$ cat src/rtl/vbt_pkg.sv
package vbt_pkg;

  typedef enum logic [1:0] {
    VB_IDLE = 2'd0,
    VB_SCAN = 2'd1,
    VB_FILL = 2'd2,
    VB_DONE = 2'd3
  } vb_state_e;

  // Per-step address salt: step times an odd constant, low 32 bits.
  function automatic logic [31:0] vb_salt(input logic [31:0] step);
    logic [63:0] prod;
    prod = {32'd0, step} * 64'h0000_0000_9E37_79B9;
    return prod[31:0];
  endfunction

endpackage

$ cat src/rtl/vbt_seq.sv
module vbt_seq #(
  parameter int AW = 32,
  parameter int HW = 16,
  parameter int IW = 2
) (
  input  logic [AW-1:0] base_pc,
  input  logic [HW-1:0] base_hist,
  input  logic [IW-1:0] step,
  output logic [AW-1:0] v_addr,
  output logic [HW-1:0] v_hist
);
  import vbt_pkg::*;

  logic [31:0] salt;

  assign salt   = vb_salt(32'(step));
  assign v_addr = base_pc ^ salt[AW-1:0];
  assign v_hist = base_hist << step;

endmodule

$ cat src/rtl/vbt_ctrl.sv
module vbt_ctrl #(
  parameter int MAX_ITER = 4,
  parameter int IW       = 2
) (
  input  logic               clk,
  input  logic               rst_n,
  input  logic               go,
  input  logic               hit_ok,
  output vbt_pkg::vb_state_e state,
  output logic [IW-1:0]      step,
  output logic               last_step
);
  import vbt_pkg::*;

  localparam logic [IW-1:0] LAST = IW'(MAX_ITER - 1);

  assign last_step = (step == LAST);

  always_ff @(posedge clk) begin
    if (!rst_n) begin
      state <= VB_IDLE;
      step  <= '0;
    end else begin
      unique case (state)
        VB_IDLE: if (go) begin
          state <= VB_SCAN;
          step  <= '0;
        end
        VB_SCAN: begin
          if (hit_ok)         state <= VB_DONE;
          else if (last_step) state <= VB_FILL;
          else                step  <= step + 1'b1;
        end
        VB_FILL: state <= VB_DONE;
        VB_DONE: state <= VB_IDLE;
        default: state <= VB_IDLE;
      endcase
    end
  end

endmodule

$ cat src/rtl/vbt_victim.sv
module vbt_victim #(
  parameter int AW = 32,
  parameter int HW = 16,
  parameter int LW = 2
) (
  input  logic          clk,
  input  logic          rst_n,
  input  logic          clear,
  input  logic          sample,
  input  logic          miss,
  input  logic [AW-1:0] v_addr,
  input  logic [HW-1:0] v_hist,
  input  logic [LW-1:0] lfu,
  output logic [AW-1:0] cand_addr,
  output logic [HW-1:0] cand_hist
);
  logic          have_miss, have_any;
  logic [LW-1:0] cand_lfu;
  logic          take;

  // First miss locks the choice; otherwise a strictly smaller count wins.
  assign take = sample && !have_miss && (miss || !have_any || (lfu < cand_lfu));

  always_ff @(posedge clk) begin
    if (!rst_n) begin
      have_miss <= 1'b0;
      have_any  <= 1'b0;
      cand_lfu  <= '0;
      cand_addr <= '0;
      cand_hist <= '0;
    end else if (clear) begin
      have_miss <= 1'b0;
      have_any  <= 1'b0;
    end else begin
      if (sample) have_any <= 1'b1;
      if (take) begin
        cand_addr <= v_addr;
        cand_hist <= v_hist;
        cand_lfu  <= lfu;
        if (miss) have_miss <= 1'b1;
      end
    end
  end

endmodule

$ cat src/rtl/vbt_train_engine.sv
module vbt_train_engine #(
  parameter int AW       = 32,
  parameter int HW       = 16,
  parameter int LW       = 2,
  parameter int MAX_ITER = 4
) (
  input  logic          clk,
  input  logic          rst_n,
  input  logic          train_go,
  input  logic [AW-1:0] br_pc,
  input  logic [HW-1:0] fetch_hist,
  input  logic [AW-1:0] true_tgt,
  output logic          probe_valid,
  output logic [AW-1:0] probe_addr,
  input  logic          btb_hit,
  input  logic [AW-1:0] btb_tgt,
  input  logic [LW-1:0] btb_lfu,
  output logic          dir_wr_valid,
  output logic [AW-1:0] dir_wr_addr,
  output logic [HW-1:0] dir_wr_hist,
  output logic          dir_wr_taken,
  output logic          dir_wr_weak,
  output logic          btb_wr_valid,
  output logic [AW-1:0] btb_wr_addr,
  output logic [AW-1:0] btb_wr_tgt,
  output logic          btb_wr_insert,
  output logic          busy,
  output logic          done
);
  import vbt_pkg::*;

  localparam int IW = (MAX_ITER > 1) ? $clog2(MAX_ITER) : 1;

  vb_state_e     state;
  logic [IW-1:0] step;
  logic          last_step;
  logic [AW-1:0] pc_q, tgt_q, v_addr, cand_addr;
  logic [HW-1:0] hist_q, v_hist, cand_hist;

  // Named internal events
  logic accept_go, in_scan, in_fill, hit_ok, probe_wrong;

  assign accept_go   = train_go && (state == VB_IDLE);
  assign in_scan     = (state == VB_SCAN);
  assign in_fill     = (state == VB_FILL);
  assign hit_ok      = in_scan && btb_hit && (btb_tgt == tgt_q);
  assign probe_wrong = in_scan && !hit_ok;

  always_ff @(posedge clk) begin
    if (!rst_n) begin
      pc_q   <= '0;
      hist_q <= '0;
      tgt_q  <= '0;
    end else if (accept_go) begin
      pc_q   <= br_pc;
      hist_q <= fetch_hist;
      tgt_q  <= true_tgt;
    end
  end

  vbt_ctrl #(.MAX_ITER(MAX_ITER), .IW(IW)) u_ctrl (
    .clk(clk), .rst_n(rst_n), .go(accept_go), .hit_ok(hit_ok),
    .state(state), .step(step), .last_step(last_step)
  );

  vbt_seq #(.AW(AW), .HW(HW), .IW(IW)) u_seq (
    .base_pc(pc_q), .base_hist(hist_q), .step(step),
    .v_addr(v_addr), .v_hist(v_hist)
  );

  vbt_victim #(.AW(AW), .HW(HW), .LW(LW)) u_victim (
    .clk(clk), .rst_n(rst_n), .clear(accept_go), .sample(probe_wrong),
    .miss(!btb_hit), .v_addr(v_addr), .v_hist(v_hist), .lfu(btb_lfu),
    .cand_addr(cand_addr), .cand_hist(cand_hist)
  );

  assign probe_valid   = in_scan;
  assign probe_addr    = v_addr;

  assign dir_wr_valid  = in_scan || in_fill;
  assign dir_wr_addr   = in_fill ? cand_addr : v_addr;
  assign dir_wr_hist   = in_fill ? cand_hist : v_hist;
  assign dir_wr_taken  = hit_ok || in_fill;
  assign dir_wr_weak   = in_fill;

  assign btb_wr_valid  = hit_ok || in_fill;
  assign btb_wr_addr   = dir_wr_addr;
  assign btb_wr_tgt    = tgt_q;
  assign btb_wr_insert = in_fill;

  assign busy = (state != VB_IDLE);
  assign done = (state == VB_DONE);

  // ---------------- assertions ----------------
  assert_idle_quiet_R1: assert property (@(posedge clk) disable iff (!rst_n)
    !busy |-> (!probe_valid && !dir_wr_valid && !btb_wr_valid && !done));

  assert_hist_shift_R3: assert property (@(posedge clk) disable iff (!rst_n)
    (probe_valid && $past(probe_valid)) |-> (dir_wr_hist == ($past(dir_wr_hist) << 1)));

  assert_refresh_ends_R4: assert property (@(posedge clk) disable iff (!rst_n)
    (btb_wr_valid && !btb_wr_insert) |=> (done && !probe_valid));

  assert_nt_no_write_R5: assert property (@(posedge clk) disable iff (!rst_n)
    (dir_wr_valid && !dir_wr_taken) |-> (probe_valid && !btb_wr_valid));

  assert_fill_ends_R6: assert property (@(posedge clk) disable iff (!rst_n)
    (btb_wr_valid && btb_wr_insert) |=> done);

  assert_done_pulse_R9: assert property (@(posedge clk) disable iff (!rst_n)
    done |=> (!done && !busy));

  assert_busy_hold_R10: assert property (@(posedge clk) disable iff (!rst_n)
    (busy && !done) |=> busy);

endmodule

$ cat config.mk
export PLATFORM = sky130hd
export DESIGN_NAME = vbt_train_engine
export DESIGN_NICKNAME = d
export VERILOG_FILES = /design/src/rtl/vbt_pkg.sv /design/src/rtl/vbt_seq.sv /design/src/rtl/vbt_ctrl.sv /design/src/rtl/vbt_victim.sv /design/src/rtl/vbt_train_engine.sv
export SDC_FILE = /design/constraint.sdc
export NUM_CORES = 1
export LEC_CHECK = 0
export BUFFER_PORTS_ARGS = -buffer_cell sky130_fd_sc_hd__buf_2
export CORE_ASPECT_RATIO = 1.25
export CORE_MARGIN = 2
export CORE_UTILIZATION = 49
export DETAILED_ROUTE_END_ITERATION = 10
export PLACE_DENSITY = 0.85
export SLEW_MARGIN = 20
export SYNTH_ARGS = -nofsm -noshare
export SYNTH_HDL_FRONTEND = slang
export SYNTH_SLANG_ARGS = --single-unit
$ cat constraint.sdc
create_clock -name clk -period 2.75 [get_ports clk]
set_clock_uncertainty 0.1 [all_clocks]
set_input_delay 0.55 -clock clk [delete_from_list [all_inputs] [get_ports clk]]
set_output_delay 0.55 -clock clk [all_outputs]
set_load 0.01 [all_outputs]
==> results.json, run 1 <==
{
  "place_congestion": 0.8103,
  "critPathKind": "flip-flop to primary output",
  "worst-endpoint-arrival_ns": 2.02,
  "clk_pin_slew_ns": 0.06,
  "ys.warnings.count": 0,
  "netlist_instances": 868,
  "post-route-drc-count": 0,
  "cts_made_buffers": 17,
  "cts_root_buffer": "clkbuf_16",
  "p_sw_mw": 3.519,
  "multi_input_area_mm2": 0.003641,
  "fmax_mhz": 373.9,
  "synth_edf_count": 0,
  "synth_cell_type_count": 33,
  "antenna_found_initial": 2,
  "vias_per_cell": 5.353,
  "syn_area_per_cell_um2": 7.931,
  "synth_nets": 998,
  "totalNegativeSetupSlack_ns": 0,
  "fp.dieH_um": 136.5,
  "end_kind": "primary output",
  "die_w_um": 110.0,
  "cts_buffer_depth": 2,
  "synthArstFlopShare_pct": 0,
  "hold_class": "primary input to flip-flop",
  "yosys.area.top_type": "dfxtp_1",
  "status": "completed",
  "yosysTopAreaCellShare_pct": 39.55,
  "cts_tree": "done",
  "p_comb_share_pct": 43.8,
  "fin_crit_ns": 2.675,
  "reg2reg_slack_ns": 0.24,
  "overflow": 0,
  "cellPowerDensity_mw_per_mm2": 1030,
  "routedWlPerCell_um": 15.86,
  "grt_use_total_pct": 26.33,
  "grt_pass1_vias": 6189,
  "routed_wl_um": 19970,
  "m1WireLength_um": 7626,
  "ant_nets": 0,
  "cts_sinks": 136,
  "grt_pass1_wl_um": 30470,
  "switching_share_pct": 38.67,
  "setup_viol": 0,
  "num_rows": 48,
  "place.port_buffers": 269,
  "hold_violations": 0,
  "die_area_mm2": 0.01502,
  "p_leak_nw": 4.029,
  "drt_iter0_drc": 471,
  "wl_met3_um": 1549,
  "worstPathMaxFanout": 3,
  "drive_gt1_share_pct": 34.75,
  "insertion_delay_ns": 0.42,
  "synth_area_mm2": 0.006884,
  "core_mm2": 0.01375,
  "tightest_slew_ns": 0.8695,
  "timing.final.crit_share_pct": 97.26,
  "yosys-top-cells-area": "dfxtp_1 (40%), nand2_1 (12%), a21oi_1 (8.9%)",
  "num_vias": 6740,
  "fin_nets": 1199,
  "io_pins": 270,
  "drv_slew": 0,
  "final_common_cell": "buf_2",
  "initial_core_util_pct": 50.05,
  "place_hpwl_um": 13940,
  "synthToLayoutAreaGrowth_pct": 28.37,
  "yosysSeqAreaShare_pct": 39.55,
  "intPower_mw": 5.582,
  "seq_power_share_pct": 29.4,
  "final_cell_mix": "buf_2 (269), nand2_1 (211), dfxtp_1 (135)",
  "grt_max_degree": 81,
  "vdd_drop_max_uv": 536.6,
  "synth-seq-cells": 136,
  "hold_slack_ns": 0.2702,
  "drv_cap": 0,
  "cts_max_level": 4,
  "crit_required_ns": 2.10,
  "start_kind": "flip-flop",
  "max-slew-margin-rel_pct": 42.03,
  "fill_cells": 1187,
  "first_pass_iters": 5,
  "seqCellArea_mm2": 0.002724,
  "pwr-share-clk_pct": 26.8,
  "topRoutingLayerUsed": "met4",
  "wl_met2_um": 10070,
  "grt_setup_unrepaired": "false",
  "synthFlopType": "dfxtp_1"
}
## metal layers
layer  track usage (%)  vias to the layer above
li1                  -                     3307
met1             29.22                     3079
met2             45.47                      319
met3             7.333                       35
met4             13.22                        0
met5                 0                        -
## synth_stat cells (all sizes together) (2+ instances only)
master	n
ha	12
clkbuf	51
nor3	45
xor2	21
nand3	21
nand2	212
o211ai	13
mux2i	16
o21ai	32
xnor2	41
buf	57
dfxtp	136
o31ai	2
nand2b	2
a21oi	123
inv	9
nor2	8
and3	2
o41ai	13
mux2	36
nand4	7
## worst paths after layout
check,start,to,depth (start not counted)
setup / recovery,btb_wr_tgt[16],dir_wr_taken,6
hold / removal,true_tgt[5],btb_wr_tgt[5],3
setup reg to reg,u_ctrl.state[1],u_victim.cand_hist[10],7
hold reg to reg,u_victim.have_any,u_victim.have_any,2
## power groups by stage
stage | Combinational [mW] | Clock, mW | Sequential (mW)
finish | 3.99 | 2.44 | 2.67
global placement | 3.89 | 0 | 2.69
global route | 4.42 | 2.59 | 2.72
CTS | 4.01 | 2.48 | 2.67
detailed placement | 3.96 | 0 | 2.70
floorplan | 2.78 | 0 | 2.68
## what timing repair did
item | in CTS | in global routing
setup endpoints to repair | 37 | 15
resized for setup | 10 | 5
hold buffers | 0 | 0
buffers inserted | 1 | 0
## worst max-delay path: stages, from the launching register on
cell      delay, ns
dfxtp_1        0.34
xnor2_1        0.37
nand4_1        0.17
nor4_2         0.33
nand3_2        0.12
nand2b_1       0.14
buf_2          0.15
## cell type report
type / instances / share of cell area (%)
multi-input combinational: 615 / 41.20
sequential: 136 / 30.82
timing repair buffer: 290 / 17.77
clock buffer: 19 / 5.012
tap: 175 / 2.478
clock inverter: 13 / 2.209
inverter: 9 / 0.4531
antenna: 2 / 0.05663
## state kept, by name, summed over array words and instances (netlist names)
register	flops
btb_wr_tgt	32
pc_q	32
u_victim.cand_addr	32
hist_q	16
u_victim.cand_hist	16
u_ctrl.state	2
u_ctrl.step	2
u_victim.cand_lfu	2
u_victim.have_any	1
u_victim.have_miss	1
## metrics by stage
stage                     setup WS, ns  cells  power (mW)  instance area, µm²  util (%)
after detailed placement       0.03478   1224       6.661                8114     59.00
after floorplan                 0.1069    868       5.459                6884         -
final                          0.07522   1259       9.101                8837     64.26
after CTS                      0.02480   1257       9.156                8813     64.08
after global placement          0.1069   1224       6.576                8114     59.00
after global routing         0.0002289   1259       9.726                8837     64.26
## logic make-up after synthesis
| kind of cell | Yosys count | share of synthesized area, % |
|---|---|---|
| mux | 52 | 8.215 |
| compound gates | 186 | 14.99 |
| xor+xnor | 62 | 7.888 |
| fa+ha+maj | 12 | 2.181 |
| flops | 136 | 39.55 |
| buf+inv | 117 | 8.633 |
| simple gates | 303 | 18.54 |
No activity file was read; power rests on OpenSTA's default activity.
==> run 2, diff against run 1 <==
--- a/config.mk
+++ b/config.mk
@@ -8,9 +8,9 @@
 export BUFFER_PORTS_ARGS = -buffer_cell sky130_fd_sc_hd__buf_2
 export CORE_ASPECT_RATIO = 1.25
 export CORE_MARGIN = 2
-export CORE_UTILIZATION = 49
+export CORE_UTILIZATION = 45
 export DETAILED_ROUTE_END_ITERATION = 10
-export PLACE_DENSITY = 0.85
+export PLACE_DENSITY = 0.8
 export SLEW_MARGIN = 20
 export SYNTH_ARGS = -nofsm -noshare
 export SYNTH_HDL_FRONTEND = slang
==> results.json, run 2 (synthesis results as in run 1) <==
{
  "first_pass_iters": 5,
  "place_hpwl_um": 14070,
  "place.port_buffers": 269,
  "ant_nets": 0,
  "antenna_found_initial": 0,
  "p_sw_mw": 3.545,
  "p_comb_share_pct": 44.8,
  "switching_share_pct": 38.93,
  "seq_power_share_pct": 29.4,
  "crit_required_ns": 2.10,
  "max-slew-margin-rel_pct": 42.03,
  "initial_core_util_pct": 46.04,
  "place_congestion": 0.8071,
  "utilization_pct": 59.39,
  "reg2regPathDepth": 7,
  "insertion_delay_ns": 0.41,
  "clk_pin_slew_ns": 0.06,
  "routedWlPerCell_um": 15.95,
  "vias_per_cell": 5.287,
  "core_mm2": 0.01495,
  "num_antenna_cells": 0,
  "worstPathMaxFanout": 16,
  "wl_met3_um": 1275,
  "io_pins": 270,
  "pwr-share-clk_pct": 25.8,
  "post-route-drc-count": 0,
  "fin_nets": 1203,
  "grt_setup_unrepaired": "true",
  "start_kind": "flip-flop",
  "cts_root_buffer": "clkbuf_16",
  "worst-endpoint-arrival_ns": 2.04,
  "setup_viol": 0,
  "hold_buffers": 0,
  "intPower_mw": 5.561,
  "timing.final.crit_share_pct": 97.78,
  "synthToLayoutAreaGrowth_pct": 28.99,
  "grt_pass1_vias": 6218,
  "cts_sinks": 136,
  "drt_iter0_drc": 491,
  "critPathKind": "flip-flop to primary output",
  "min_delay_path_depth": 3,
  "cts_buffer_depth": 2,
  "p_leak_nw": 4.043,
  "drive_gt1_share_pct": 35.27,
  "overflow": 0,
  "topRoutingLayerUsed": "met4",
  "grt_max_degree": 81,
  "final_common_cell": "buf_2",
  "hold_class": "primary input to flip-flop",
  "fmax_mhz": 371.9,
  "wl_met2_um": 10430,
  "end_kind": "primary output",
  "cellPowerDensity_mw_per_mm2": 1026,
  "instances_no_fill": 1268,
  "routed_wl_um": 20220,
  "fin_crit_ns": 2.689,
  "cts_max_level": 4,
  "m1WireLength_um": 8149,
  "grt_pass1_wl_um": 30910,
  "hold_violations": 0,
  "num_rows": 50,
  "num_vias": 6704,
  "dpl.cell_count": 1233,
  "final_cell_mix": "buf_2 (269), nand2_1 (211), dfxtp_1 (135)",
  "die_area_mm2": 0.01631,
  "vdd_drop_max_uv": 397.3,
  "status": "completed",
  "drv_slew": 0,
  "cts_tree": "done",
  "tightest_slew_ns": 0.8695,
  "die_w_um": 114.6,
  "grt_use_total_pct": 24.17,
  "cts_made_buffers": 17,
  "fp.dieH_um": 142.3,
  "drv_cap": 0
}
## run 2: cell count changes in the layout (fill, tap and decap cells not counted), moves of 2 or more
cell,before,now
buf_4,15,18
clkinv_2,1,3
diode_2,2,0
clkinv_4,4,2
inv_6,1,3
ha_1,8,6
buf_12,5,7
## run 2: cell type report
class,instances,area (µm²)
Timing Repair Buffer,294,1622
Fill cell,1357,6072
Inverter,9,36.28
Clock buffer,18,439.2
Multi-Input combinational cell,615,3660
Sequential cell,136,2724
Clock inverter,14,171.4
Tap cell,182,227.7
## run 2: worst paths after layout
check	startpoint	to	slack, ns
worst max-delay path	u_ctrl.step[0]	dir_wr_hist[12]	0.06
worst min register to register	u_victim.have_any	u_victim.have_any	0.34
worst max register to register	u_ctrl.state[1]	u_victim.cand_hist[9]	0.14
worst min-delay path	true_tgt[20]	btb_wr_tgt[20]	0.27
## run 2: worst max-delay path, cell delays in order, from the launching register on
cell and delay, ns:
dfxtp_2 0.37, buf_4 0.29, mux2_2 0.38, o21ai_0 0.28, o21ai_0 0.15, buf_2 0.16
## run 2: per-stage QoR
| stage | worst slack (ns) | setup TNS, ns | hold slack, ns | instance area [µm²] | total power [mW] |
|---|---|---|---|---|---|
| 2_1_floorplan | 0.1069 | 0 | 0.3229 | 6884 | 5.459 |
| 3_3_place_gp | 0.1412 | 0 | 0.3342 | 8174 | 6.657 |
| 3_5_place_dp | 0.05498 | 0 | 0.3362 | 8174 | 6.725 |
| 4_1_cts | 0.006285 | 0 | 0.2565 | 8813 | 9.116 |
| 5_1_grt | -0.04133 | -0.1129 | 0.2580 | 8880 | 9.690 |
| 6_report | 0.06100 | 0 | 0.2705 | 8880 | 9.106 |
## run 2: what timing repair did
action	CTS	global route
gates resized for setup	5	9
endpoints found under the setup margin	67	44
setup buffers	0	3
## run 2: per-layer routing
| metal | GRT usage, % | up-vias |
|---|---|---|
| met5 | 0 | - |
| met4 | 7.510 | 0 |
| met3 | 6.133 | 19 |
| met2 | 44.72 | 266 |
| met1 | 26.81 | 3108 |
| li1 | - | 3311 |
## run 2: power by group through the flow
stage	sequential, mW	clock (mW)	combinational, mW
global route	2.73	2.49	4.48
floorplan	2.68	0	2.78
finish	2.68	2.35	4.08
global placement	2.69	0	3.97
detailed placement	2.70	0	4.02
CTS	2.67	2.39	4.05
==> run 3, diff against run 2 <==
--- a/config.mk
+++ b/config.mk
@@ -10,6 +10,7 @@
 export CORE_MARGIN = 2
 export CORE_UTILIZATION = 45
 export DETAILED_ROUTE_END_ITERATION = 10
+export MAX_ROUTING_LAYER = met4
 export PLACE_DENSITY = 0.8
 export SLEW_MARGIN = 20
 export SYNTH_ARGS = -nofsm -noshare
==> results.json, run 3 (synthesis results as in run 1) <==
{
  "place.port_buffers": 269,
  "num_vias": 6669,
  "fmax_mhz": 373.5,
  "cts_root_buffer": "clkbuf_16",
  "vias_per_cell": 5.259,
  "post-route-drc-count": 0,
  "timing.final.crit_share_pct": 97.35,
  "overflow": 0,
  "insertion_delay_ns": 0.41,
  "worst-endpoint-arrival_ns": 2.03,
  "reg2regPathDepth": 7,
  "place_hpwl_um": 14070,
  "reg2reg_to": "u_victim.cand_hist[9]",
  "cts_made_buffers": 17,
  "drv_slew": 0,
  "wl_met3_um": 1203,
  "grt_max_degree": 81,
  "drv_cap": 0,
  "start_kind": "flip-flop",
  "crit_required_ns": 2.10,
  "hold_violations": 0,
  "r2r-start": "u_ctrl.state[1]",
  "grt_use_total_pct": 24.84,
  "p_leak_nw": 4.043,
  "routed_wl_um": 20120,
  "reg2reg_slack_ns": 0.13,
  "wl_met2_um": 10480,
  "end_kind": "primary output",
  "utilization_pct": 59.39,
  "cts_buffer_depth": 2,
  "core_mm2": 0.01495,
  "hold_slack_ns": 0.2700,
  "io_pins": 270,
  "num_rows": 50,
  "m1WireLength_um": 8065,
  "hold_buffers": 0,
  "grt_setup_unrepaired": "true",
  "routedWlPerCell_um": 15.87,
  "antenna_found_initial": 0,
  "status": "completed",
  "ant_nets": 0,
  "topRoutingLayerUsed": "met4",
  "drt_iter0_drc": 482,
  "final_cell_mix": "buf_2 (269), nand2_1 (211), dfxtp_1 (135)",
  "fp.dieH_um": 142.3,
  "final_common_cell": "buf_2",
  "grt_pass1_wl_um": 30820,
  "worstPathMaxFanout": 16,
  "die_w_um": 114.6,
  "die_area_mm2": 0.01631,
  "critPathKind": "flip-flop to primary output",
  "max-slew-margin-rel_pct": 42.03,
  "setup_viol": 0,
  "cellPowerDensity_mw_per_mm2": 1025,
  "fin_crit_ns": 2.677,
  "first_pass_iters": 7,
  "place_congestion": 0.8188,
  "cts_tree": "done",
  "grt_pass1_vias": 6226,
  "cp-endpoint": "dir_wr_hist[12]",
  "clk_pin_slew_ns": 0.06,
  "hold_class": "primary input to flip-flop",
  "initial_core_util_pct": 46.04,
  "totalNegativeSetupSlack_ns": 0,
  "vdd_drop_max_uv": 397.0,
  "num_antenna_cells": 0,
  "drive_gt1_share_pct": 35.27,
  "synthToLayoutAreaGrowth_pct": 28.99,
  "cts_sinks": 136,
  "fin_nets": 1203,
  "cts_max_level": 4,
  "tightest_slew_ns": 0.8695,
  "startpoint": "u_ctrl.step[0]"
}
-- run 3: per-stage QoR --
stage / cells / total power, mW / setup slack (ns) / instance area (µm²)
floorplan: 868 / 5.459 / 0.1069 / 6884
global placement: 1233 / 6.657 / 0.1412 / 8174
detailed placement: 1233 / 6.725 / 0.05498 / 8174
CTS: 1265 / 9.116 / 0.006285 / 8813
global route: 1268 / 9.687 / -0.04031 / 8880
finish: 1268 / 9.099 / 0.07283 / 8880
-- run 3: cell type report --
class / count / area, µm²
multi-input combinational: 615 / 3660
tap: 182 / 227.7
fill: 1357 / 6072
inverter: 9 / 36.28
sequential: 136 / 2724
timing repair buffer: 294 / 1622
clock inverter: 14 / 171.4
clock buffer: 18 / 439.2
-- run 3: worst min-delay path by stage --
stage,from,to,slack (ns),cells past startpoint
floorplan,u_victim.have_any,u_victim.have_any,0.32,2
global placement,u_victim.have_any,u_victim.have_any,0.33,2
detailed placement,u_victim.have_any,u_victim.have_any,0.34,2
CTS,true_tgt[20],btb_wr_tgt[20],0.26,3
global route,fetch_hist[5],hist_q[5],0.26,3
finish,true_tgt[20],btb_wr_tgt[20],0.27,3
-- run 3: metal layers --
metal | global-route usage (%) | vias to the layer above
li1 | - | 3313
met1 | 27.02 | 3069
met2 | 44.88 | 266
met3 | 5.409 | 21
met4 | 7.574 | 0
met5 | - | -
-- run 3: what timing repair did --
item,CTS,global route
cloned,0,0
pin swaps,0,0
buffers inserted,0,3
setup endpoints to repair,67,44
gates resized for setup,5,9
hold endpoints to repair,0,0
-- run 3: where the power goes --
part / switching, mW / internal, mW / leakage (nW)
Sequential: 0.295 / 2.38 / 1.11
Clock: 0.888 / 1.46 / 0.293
Combinational: 2.35 / 1.72 / 2.64
-- run 3: critical path, cell delays in order (launching register included) --
cell     delay (ns)
dfxtp_2        0.37
buf_4          0.29
mux2_2         0.38
o21ai_0        0.26
o21ai_0        0.15
buf_2          0.17
